## src/rtl/arb_pkg.sv

```systemverilog
package arb_pkg;
  typedef enum logic [1:0] {
    ST_IDLE  = 2'd0,
    ST_GRANT = 2'd1,
    ST_WAIT  = 2'd2,
    ST_OWNED = 2'd3
  } arb_state_e;
endpackage

```

## src/rtl/arb_pick.sv

```systemverilog
// Fixed-priority picker: memory-access request first, then the highest level.
module arb_pick #(
  parameter int NUM_LVL = 4
) (
  input  logic [NUM_LVL-1:0] br_req,
  input  logic               npr_req,
  output logic [NUM_LVL:0]   pick_o
);
  logic [NUM_LVL-1:0] blocked;

  for (genvar gi = 0; gi < NUM_LVL; gi++) begin : g_lvl
    if (gi == NUM_LVL - 1) begin : g_top
      assign blocked[gi] = npr_req;
    end else begin : g_low
      assign blocked[gi] = npr_req | (|br_req[NUM_LVL-1:gi+1]);
    end
    assign pick_o[gi] = br_req[gi] & ~blocked[gi];
  end
  assign pick_o[NUM_LVL] = npr_req;

  always_comb begin
    assert_pick_onehot_R3: assert ($onehot0(pick_o));
  end
endmodule

```

## src/rtl/arb_watchdog.sv

```systemverilog
// Counts the cycles a grant has gone unanswered.
module arb_watchdog #(
  parameter int TMO_CYCLES = 16
) (
  input  logic clk,
  input  logic rst,
  input  logic clear_i,
  input  logic run_i,
  output logic expired_o
);
  localparam int CW = (TMO_CYCLES > 1) ? $clog2(TMO_CYCLES) : 1;
  localparam logic [CW-1:0] LAST = CW'(TMO_CYCLES - 1);

  logic [CW-1:0] cnt_q;

  always_ff @(posedge clk) begin
    if (rst || clear_i) cnt_q <= '0;
    else if (run_i && cnt_q != LAST) cnt_q <= cnt_q + 1'b1;
  end

  assign expired_o = run_i && (cnt_q == LAST);

  assert_wd_bound_R10: assert property (@(posedge clk) disable iff (rst)
    (clear_i |=> cnt_q == '0));
endmodule

```

## src/rtl/daisy_arbiter.sv

```systemverilog
module daisy_arbiter #(
  parameter int NUM_LVL    = 4,
  parameter int TMO_CYCLES = 16
) (
  input  logic               clk,
  input  logic               rst,
  input  logic [NUM_LVL-1:0] br_req,
  input  logic               npr_req,
  input  logic               sack_in,
  input  logic               bbsy_in,
  input  logic               intr_in,
  input  logic               msyn_in,
  input  logic               vec_valid_in,
  output logic [NUM_LVL-1:0] bg_out,
  output logic               npg_out,
  output logic               intr_ok,
  output logic               zero_vec_err,
  output logic               passive_rel
);
  import arb_pkg::*;
  localparam int GW = NUM_LVL + 1;

  arb_state_e    state_q, state_d;
  logic [GW-1:0] grant_q, grant_d, pick;
  logic          dma_q, dma_d;
  logic          ok_q, ok_d, err_q, err_d, pas_q, pas_d;
  logic          expired, bus_quiet, any_req;

  arb_pick #(.NUM_LVL(NUM_LVL)) u_pick (
    .br_req (br_req),
    .npr_req(npr_req),
    .pick_o (pick)
  );

  arb_watchdog #(.TMO_CYCLES(TMO_CYCLES)) u_wd (
    .clk      (clk),
    .rst      (rst),
    .clear_i  (state_q != ST_GRANT),
    .run_i    (state_q == ST_GRANT && !sack_in),
    .expired_o(expired)
  );

  assign bus_quiet = !sack_in && !bbsy_in && !intr_in && !msyn_in;
  assign any_req   = npr_req || (|br_req);

  always_comb begin
    state_d = state_q;
    grant_d = grant_q;
    dma_d   = dma_q;
    ok_d    = 1'b0;
    err_d   = 1'b0;
    pas_d   = 1'b0;
    unique case (state_q)
      ST_IDLE: begin
        if (any_req && bus_quiet) begin
          grant_d = pick;
          dma_d   = npr_req;
          state_d = ST_GRANT;
        end
      end
      ST_GRANT: begin
        if (sack_in) begin
          grant_d = '0;
          state_d = ST_WAIT;
        end else if (expired) begin
          grant_d = '0;
          state_d = ST_IDLE;
        end
      end
      ST_WAIT: begin
        if (bbsy_in) begin
          state_d = ST_OWNED;
          if (!dma_q && intr_in) begin
            ok_d  = vec_valid_in;
            err_d = !vec_valid_in;
          end
        end else if (!sack_in) begin
          pas_d   = 1'b1;
          state_d = ST_IDLE;
        end
      end
      ST_OWNED: begin
        if (!bbsy_in) state_d = ST_IDLE;
      end
      default: state_d = ST_IDLE;
    endcase
  end

  always_ff @(posedge clk) begin
    if (rst) begin
      state_q <= ST_IDLE;
      grant_q <= '0;
      dma_q   <= 1'b0;
      ok_q    <= 1'b0;
      err_q   <= 1'b0;
      pas_q   <= 1'b0;
    end else begin
      state_q <= state_d;
      grant_q <= grant_d;
      dma_q   <= dma_d;
      ok_q    <= ok_d;
      err_q   <= err_d;
      pas_q   <= pas_d;
    end
  end

  assign bg_out       = grant_q[NUM_LVL-1:0];
  assign npg_out      = grant_q[NUM_LVL];
  assign intr_ok      = ok_q;
  assign zero_vec_err = err_q;
  assign passive_rel  = pas_q;

  assert_one_grant_R4: assert property (@(posedge clk) disable iff (rst)
    $onehot0({npg_out, bg_out}));
  assert_sack_drops_grant_R5: assert property (@(posedge clk) disable iff (rst)
    ((|{npg_out, bg_out}) && sack_in) |=> !(|{npg_out, bg_out}));
  assert_grant_needs_quiet_R2: assert property (@(posedge clk) disable iff (rst)
    $rose(npg_out) |-> $past(!sack_in && !bbsy_in && !intr_in && !msyn_in));
  assert_no_grant_under_sack_R6: assert property (@(posedge clk) disable iff (rst)
    (!(|{npg_out, bg_out}) && sack_in) |=> !(|{npg_out, bg_out}));
  assert_passive_clean_R7: assert property (@(posedge clk) disable iff (rst)
    passive_rel |-> ($past(!sack_in && !bbsy_in) && !intr_ok && !zero_vec_err));
  assert_vector_seen_R8: assert property (@(posedge clk) disable iff (rst)
    intr_ok |-> $past(bbsy_in && intr_in && vec_valid_in));
  assert_zero_vector_R9: assert property (@(posedge clk) disable iff (rst)
    zero_vec_err |-> $past(bbsy_in && intr_in && !vec_valid_in));
  assert_owned_no_grant_R11: assert property (@(posedge clk) disable iff (rst)
    (state_q == ST_OWNED && bbsy_in) |=> !(|{npg_out, bg_out}));
endmodule

```

## config.mk

```make
export PLATFORM = sky130hd
export DESIGN_NAME = daisy_arbiter
export DESIGN_NICKNAME = d
export VERILOG_FILES = /design/src/rtl/arb_pkg.sv /design/src/rtl/arb_pick.sv /design/src/rtl/arb_watchdog.sv /design/src/rtl/daisy_arbiter.sv
export SDC_FILE = /design/constraint.sdc
export NUM_CORES = 1
export LEC_CHECK = 0
export CORE_ASPECT_RATIO = 0.9
export CORE_MARGIN = 1.5
export CORE_UTILIZATION = 44
export DETAILED_ROUTE_END_ITERATION = 8
export PLACE_DENSITY = 0.75
export SLEW_MARGIN = 20
export SYNTH_ARGS = -nofsm -noshare
export SYNTH_HDL_FRONTEND = slang
export SYNTH_SLANG_ARGS = --single-unit
```

## constraint.sdc

```tcl
create_clock -name clk -period 1.8 [get_ports clk]
set_input_delay 0.27 -clock clk [delete_from_list [all_inputs] [get_ports clk]]
set_output_delay 0.27 -clock clk [all_outputs]
set_load 0.05 [all_outputs]
```

==> results of run 1 <==
## where the power goes
part	switching, mW	internal [mW]
combinational	0.0342	0.0447
clock	0.112	0.0826
sequential	0.00307	0.335
## layout make-up
type | instances | area share (%)
Tap cell | 15 | 1.95
Clock buffer | 3 | 2.34
Inverter | 2 | 0.780
Clock inverter | 1 | 0.520
Multi-Input combinational cell | 56 | 38.0
Timing Repair Buffer | 26 | 25.2
Sequential cell | 15 | 31.2
## sequential cells by signal (all words and copies together), names as in the netlist
name / count
passive_rel: 1
intr_ok: 1
grant_q: 5
state_q: 2
dma_q: 1
zero_vec_err: 1
u_wd.cnt_q: 4
## cell families after synthesis
family,share of synthesized area [%]
buffers and inverters,1.66
and+or+nand+nor,32.0
muxes,5.92
xor gates and xnor gates,3.88
DFF,44.4
AOI/OAI and AO/OA,10.4
adders and majority gates,1.85
## synthesized netlist by cell type (all sizes together)
cell	count
a21oi	5
a222oi	1
dfxtp	15
mux2i	4
nand2	8
nor2b	3
or4	1
clkbuf	1
or4b	1
nand2b	5
xor2	3
o41ai	1
nand3b	1
nor3	2
nand3	5
ha	1
nor3b	1
nor4	4
nor2	6
o2bb2ai	1
and3	1
o21ai	2
inv	2
## how the worst min path moves through the flow
| stage | from | to | slack [ns] | depth (start not counted) |
|---|---|---|---|---|
| floorplan | bbsy_in | passive_rel | 0.35 | 1 |
| global route | dma_q | zero_vec_err | 0.49 | 1 |
| finish | dma_q | zero_vec_err | 0.46 | 1 |
| detailed placement | dma_q | zero_vec_err | 0.45 | 1 |
| CTS | dma_q | zero_vec_err | 0.46 | 1 |
| global placement | dma_q | zero_vec_err | 0.45 | 1 |
## metal layers
metal / global-route usage, % / routed length (um) / vias up
met5: 0 / 0 / -
met4: 6.82 / 13 / 0
met3: 6.76 / 83 / 2
met2: 30.5 / 621 / 18
met1: 22.6 / 646 / 295
li1: - / - / 323
## through the flow
step / worst slack, ns / instance area, um2 / total power [mW] / hold slack, ns
2_1_floorplan: 0.482 / 677 / 0.376 / 0.347
3_3_place_gp: -0.0235 / 935 / 0.422 / 0.449
3_5_place_dp: -0.0377 / 935 / 0.424 / 0.448
4_1_cts: 0.0777 / 962 / 0.619 / 0.464
5_1_grt: 0.0343 / 962 / 0.647 / 0.491
6_report: 0.0791 / 962 / 0.611 / 0.460
==> impl.org, run 1 <==
** Routing
- Number of design-rule violations left by the first detailed-router iteration :: 7
- For this block, the routed nets add up to 1370 um of wire.
- After detailed routing, the number of remaining DRC violations is 0.
- Pre-antenna DRT Iters :: 4
- Number of nets still failing antenna checks after routing :: 0
- Dividing the detail-routed wire length by the instance count gives 11.6 um.
- Average via count per standard cell :: 5.41
- Detailed routing inserted a total of 638 vias.

** Global route
- Entering global routing, the biggest net connects 10 pins.
- The first global-routing pass estimated 2340 um of wire.
- Via count of the first global-routing pass :: 576
- The number of antenna violations at the first check in global routing is 0.
- Residual overflow from global routing :: 0
- Global-route usage over all layers :: 18.6%

** Finish
- Measured on the finished design, the core utilization comes to 66.5%.
- The number of antenna diodes in the final layout is 0.
- Seq. cell area :: 300 um2
- Final Net Count :: 117
- Most frequent standard cell in the layout excluding fill and tap cells :: clkdlybuf4s50_1
- Fraction of final layout cells sized beyond drive strength 1 :: 16.5%
- Fill cells in the final layout number 130.
- Cell Count, Final, Fillers Out :: 118
- Multi-input gate area in the final layout :: 365 um2
- P&R area growth vs syn :: 42.1%
- Most frequent cells in the layout :: clkdlybuf4s50_1 (19), dfxtp_1 (15), nand2_1 (8), buf_4 (7), nor2_1 (6)

** Worst setup path
- Category of the worst setup path launch point :: register
- Endpoint required time on the critical path :: 1.53 ns
- In this run the worst path has a maximum fanout of 2.
- Crit-path slowest cell :: clkdlybuf4s50_1
- Startpoint of the worst setup timing path :: grant_q[2]
- Stages on worst setup path :: 1
- Delay contributed by the slowest stage of the critical path :: 0.81 ns
- Setup slack on the worst flop-to-flop path :: 0.33 ns
- Traced cell by cell, the critical path runs through clkdlybuf4s50_1.
- Kind of critical path :: reg -> out
- Critical path buffer and inverter count :: 1
- Startpoint of the worst register-to-register path :: state_q[1]
- STA classifies the critical path endpoint as an output port.
- Cell family contributing the most delay on the critical path :: buffers and inverters
- Worst Reg2Reg Path Length in Cells :: 3
- Following the worst setup path forward leads to its endpoint at bg_out[2].
- Data arrival time at the worst-slack endpoint :: 1.45 ns
- In this run the critical register-to-register path is captured at grant_q[3].

** Placed design
- HPWL after detailed placement :: 1060 um
- Placed Cells :: 114
- Placer congestion estimate :: 0.742
- Total of buffers placed on input and output ports :: 19

** Clock network
- Worst-skew pair later-pin latency :: 0.29 ns
- Counting the buffers created by CTS gives 3.
- Counting along the longest clock path gives a buffer depth of 2.
- TritonCTS built the clock tree.
- CTS built an H-tree with a depth of 1.
- Total clock sinks :: 15
- The tree is rooted in a clkbuf_4.
- Clock-pin slew was measured on the worst setup and hold paths at 0.10 ns.
- CTS Hold Buffers Added :: 0
- In this run, post-CTS repair resized a total of 0 instances.
- Post-CTS timing repair inserted 0 buffers for setup.

** Synthesis
- In the synthesized netlist, the number of instances is 74.
- Yosys warning count :: 0
- Synthesis instantiated 26 different standard cells from the library.
- Synth top area cells :: dfxtp_1 (44%), mux2i_1 (5.9%), nand2b_1 (4.6%)
- In this run the cell area of the synthesized design comes to 677 um2.
- The biggest area contributor in the post-synthesis netlist is dfxtp_1.
- Synthesis produced a netlist with a net count of 87.
- Synthesis inferred 15 register bits.
- The average instance in the mapped netlist occupies 9.15 um2.
- Area share of the leading cell type in the synthesized netlist :: 44.4%
- Summing the sequential cell areas from Yosys gives 44.4% of the chip area.

** STA
- For the final database, setup skew stands at 0.00775 ns.
- Max-slew headroom at the worst pin :: 66.5%
- Setup violators final :: 0
- The final number of max-transition violations came to 0.
- Final min period :: 1.72 ns
- Final period utilization :: 95.6%
- Setup repair after global routing missed its margin :: no
- Achievable Freq :: 581 MHz
- Final-report hold violation count :: 0
- Slew @ Worst Pin :: 0.501 ns
- Post-Route Setup TNS :: 0 ns

** Die
- Core Footprint :: 1450 um2
- Die area :: 1780 um2
- Number of placement rows :: 13
- Number of top-level pins :: 20
- For this configuration, the core starts out at a cell density of 46.8%.
- The die is 44.3 um wide.
- From bottom edge to top edge, the die measures 40.2 um.

** Power and ir drop
- Power per cell area :: 635 nW/um2
- IR analysis of the VDD net gives a maximum drop of 0.550 mV.
- In this run the static leakage power is 0.372 nW.

** Min path
- Worst hold path type :: reg -> reg

** Run
- Max-cap violations in this run came to 0.

** Outcome
- Status :: finished clean
Note: power is estimated with default switching activity, not from simulation.
==> run 2: changes to the inputs <==
--- a/config.mk
+++ b/config.mk
@@ -10,7 +10,9 @@
 export CORE_UTILIZATION = 44
 export DETAILED_ROUTE_END_ITERATION = 8
 export PLACE_DENSITY = 0.75
+export SKIP_LAST_GASP = 1
 export SLEW_MARGIN = 20
 export SYNTH_ARGS = -nofsm -noshare
 export SYNTH_HDL_FRONTEND = slang
 export SYNTH_SLANG_ARGS = --single-unit
+export TNS_END_PERCENT = 10
==> results of run 2 <==
The final DEF is identical to that of run 1; final timing and power are the same.
==> run 3: changes to the inputs <==
--- a/config.mk
+++ b/config.mk
@@ -9,7 +9,7 @@
 export CORE_MARGIN = 1.5
 export CORE_UTILIZATION = 44
 export DETAILED_ROUTE_END_ITERATION = 8
-export PLACE_DENSITY = 0.75
+export PLACE_DENSITY = 0.78
 export SKIP_LAST_GASP = 1
 export SLEW_MARGIN = 20
 export SYNTH_ARGS = -nofsm -noshare
==> run 3 against run 2 <==
Non-clock buffer count is the same. Fmax shrank 0.21%. Routed wire length grew 9.5%. Sequential power is essentially flat. Hold slack gained 0.0018 ns. Worst setup slack lost 0.0037 ns. Via count shrank 0.31%. Core utilization grew 0.17 points. Sequential share of layout area shrank 0.081 points. Global-route usage grew 0.99 points. Combinational power grew 1%. Flip-flop and latch count is the same. Critical path type unchanged. Largest cell class unchanged. Highest routed layer unchanged.
==> impl.org, run 3 (synthesis results as in run 1) <==
** Power and ir drop
- In this run the static leakage power is 0.369 nW.
- Dividing total power by cell area gives a power density of 636 nW/um2.
- IR analysis of the VDD net gives a maximum drop of 0.545 mV.

** Die
- Number of top-level pins :: 20
- Number of placement rows :: 13
- The die is 44.3 um wide.
- Once the floorplan was initialized, standard cells occupied 46.8% of the core.
- The floorplan step defined a die boundary enclosing 1780 um2.
- Core Footprint :: 1450 um2
- Measured along the y axis, the die boundary spans 40.2 um.

** Routing
- DR vias :: 636
- Pre-antenna DRT Iters :: 4
- Average wire per standard cell :: 12.7 um
- For this run, design rule violations remaining after detail routing come to 0.
- For this block, the routed nets add up to 1500 um of wire.
- Average via count per standard cell :: 5.39
- Number of nets still failing antenna checks after routing :: 0
- After the first detailed-routing iteration, the DRC count stood at 9.

** Min path
- Counting instances, the worst hold path has a depth of 1.
- Hold path startpoint :: dma_q
- The worst hold path belongs to the class reg -> reg.
- The path with the worst hold slack has its endpoint at zero_vec_err.

** STA
- Final min period :: 1.72 ns
- For the pin with the worst max-slew slack, the measured transition is 0.506 ns.
- The final number of max-transition violations is 0.
- Based on the critical path, the design can be clocked at up to 580 MHz.
- Setup violations remaining at the end of the flow were counted as 0.
- Setup total negative slack on the finished layout was measured at 0 ns.
- Setup repair after global routing missed its margin :: no
- Final period utilization :: 95.8%
- The hold violation count in the final report was 0.
- Max-slew headroom at the worst pin :: 66.2%
- The clock arrives with 0.0127 ns of skew.

** Finish
- In the final layout, the registers with the most flip-flops are grant_q x5, u_wd.cnt_q x4, state_q x2.
- Most frequent standard cell in the layout excluding fill and tap cells :: clkdlybuf4s50_1
- Number of antenna repair diodes :: 0
- The register with the most flip-flops in the final layout is grant_q.
- The register with the most flip-flops in the layout has 5 of them.
- P&R area growth vs syn :: 42.5%
- After the flow finishes, the layout carries non-filler instances totaling 118.
- Final Net Count :: 117
- Layout fillers :: 125
- Leaving out fill and tap cells, the most frequent cells in the layout are clkdlybuf4s50_1 (19), dfxtp_1 (15), nand2_1 (8), buf_4 (7), nor2_1 (6).
- Of the cells placed in the final design, the portion with a size suffix greater than 1 is 16.5%.

** Clock network
- Buffer cell driving the clock tree root :: clkbuf_4
- Post-CTS Setup Inserts :: 0
- Clock tree synthesis inserted a total of 3 buffers.
- Clock-pin slew was measured on the worst setup and hold paths at 0.10 ns.
- Worst-case clock buffer depth :: 2
- The tree built by TritonCTS fans out to 15 sinks.
- CTS Hold Buffers Added :: 0
- After clock tree synthesis, the repair step resized 0 gates.
- TritonCTS clock tree :: yes
- CTS built an H-tree with a depth of 1.
- Clock latency on the worst-skew pair, taken at its later pin, is 0.29 ns.

** Global route
- Global-route wire length before repair :: 2480 um
- Largest net degree at the start of global routing :: 11
- Global-route usage over all layers :: 19.6%
- Global routing finished with a remaining overflow of 0.
- The number of antenna violations at the first check in global routing is 0.
- The via count of the first global-routing pass is 600.

** Worst setup path
- STA classifies the critical path endpoint as an output port.
- The worst register-to-register path begins at state_q[1].
- Kind of critical path :: reg -> out
- The critical path goes through clkdlybuf4s50_1.
- Worst Reg2Reg Path Length in Cells :: 3
- Crit-path slowest cell :: clkdlybuf4s50_1
- Setup slack on the worst flop-to-flop path :: 0.35 ns
- Destination of the worst register-to-register timing path :: grant_q[3]
- Category of the worst setup path launch point :: register
- Among cell families on the critical path, the largest total delay comes from buffers and inverters.
- Of all nets on the critical path, the largest fanout is 2.
- At the worst endpoint, the required time is 1.53 ns.
- Data arrival time at the worst-slack endpoint :: 1.45 ns
- The largest single stage delay on the critical path is 0.81 ns.
- Critical path buffer and inverter count :: 1

** Run
- Across the run, the number of max-cap violations was 0.

** Placed design
- Total of buffers placed on input and output ports :: 19
- Placed Cells :: 114
- At the end of routability-driven placement, the weighted congestion stood at 0.733.
- HPWL after detailed placement :: 1170 um

** Outcome
- Status :: finished clean
[run 3: layout make-up]
type                       count  area (um2)  share of cell area (%)
clock buffer                   3        22.5                    2.33
clock inverter                 1        7.51                   0.778
inverter                       2        7.51                   0.778
multi-input combinational     56         365                    37.9
sequential                    15         300                    31.1
tap                           15        18.8                    1.95
timing repair buffer          26         243                    25.2
[run 3: worst max-delay path by stage]
stage                    start    endpoint  slack (ns)  cells after the start
floorplan              sack_in       dma_q        0.48                      3
global placement       sack_in       dma_q       -0.02                      4
detailed placement   br_req[3]  grant_q[0]       -0.04                      5
CTS                 grant_q[4]     npg_out        0.07                      1
global route        grant_q[1]   bg_out[1]        0.02                      1
finish              grant_q[4]     npg_out        0.08                      1
[run 3: power by group]
part	switching, mW	internal [mW]
logic	0.0350	0.0448
clock network	0.111	0.0845
registers	0.00324	0.335
[run 3: per-layer routing]
layer	wire length [um]	track usage, %	share of wire (%)	vias up
li1	-	-	-	326
met1	684	23.5	46	290
met2	714	33.8	48	18
met3	78	6.76	5.2	2
met4	19	5.30	1.3	0
met5	0	0	0	-
[run 3: per-stage QoR]
step / hold slack, ns / instance area [um2] / util, % / power [mW] / worst slack, ns
2_1_floorplan: 0.347 / 677 / - / 0.376 / 0.482
3_3_place_gp: 0.450 / 935 / 64.6 / 0.422 / -0.0224
3_5_place_dp: 0.446 / 935 / 64.6 / 0.424 / -0.0419
4_1_cts: 0.463 / 965 / 66.6 / 0.620 / 0.0660
5_1_grt: 0.492 / 965 / 66.6 / 0.646 / 0.0185
6_report: 0.462 / 965 / 66.6 / 0.613 / 0.0754
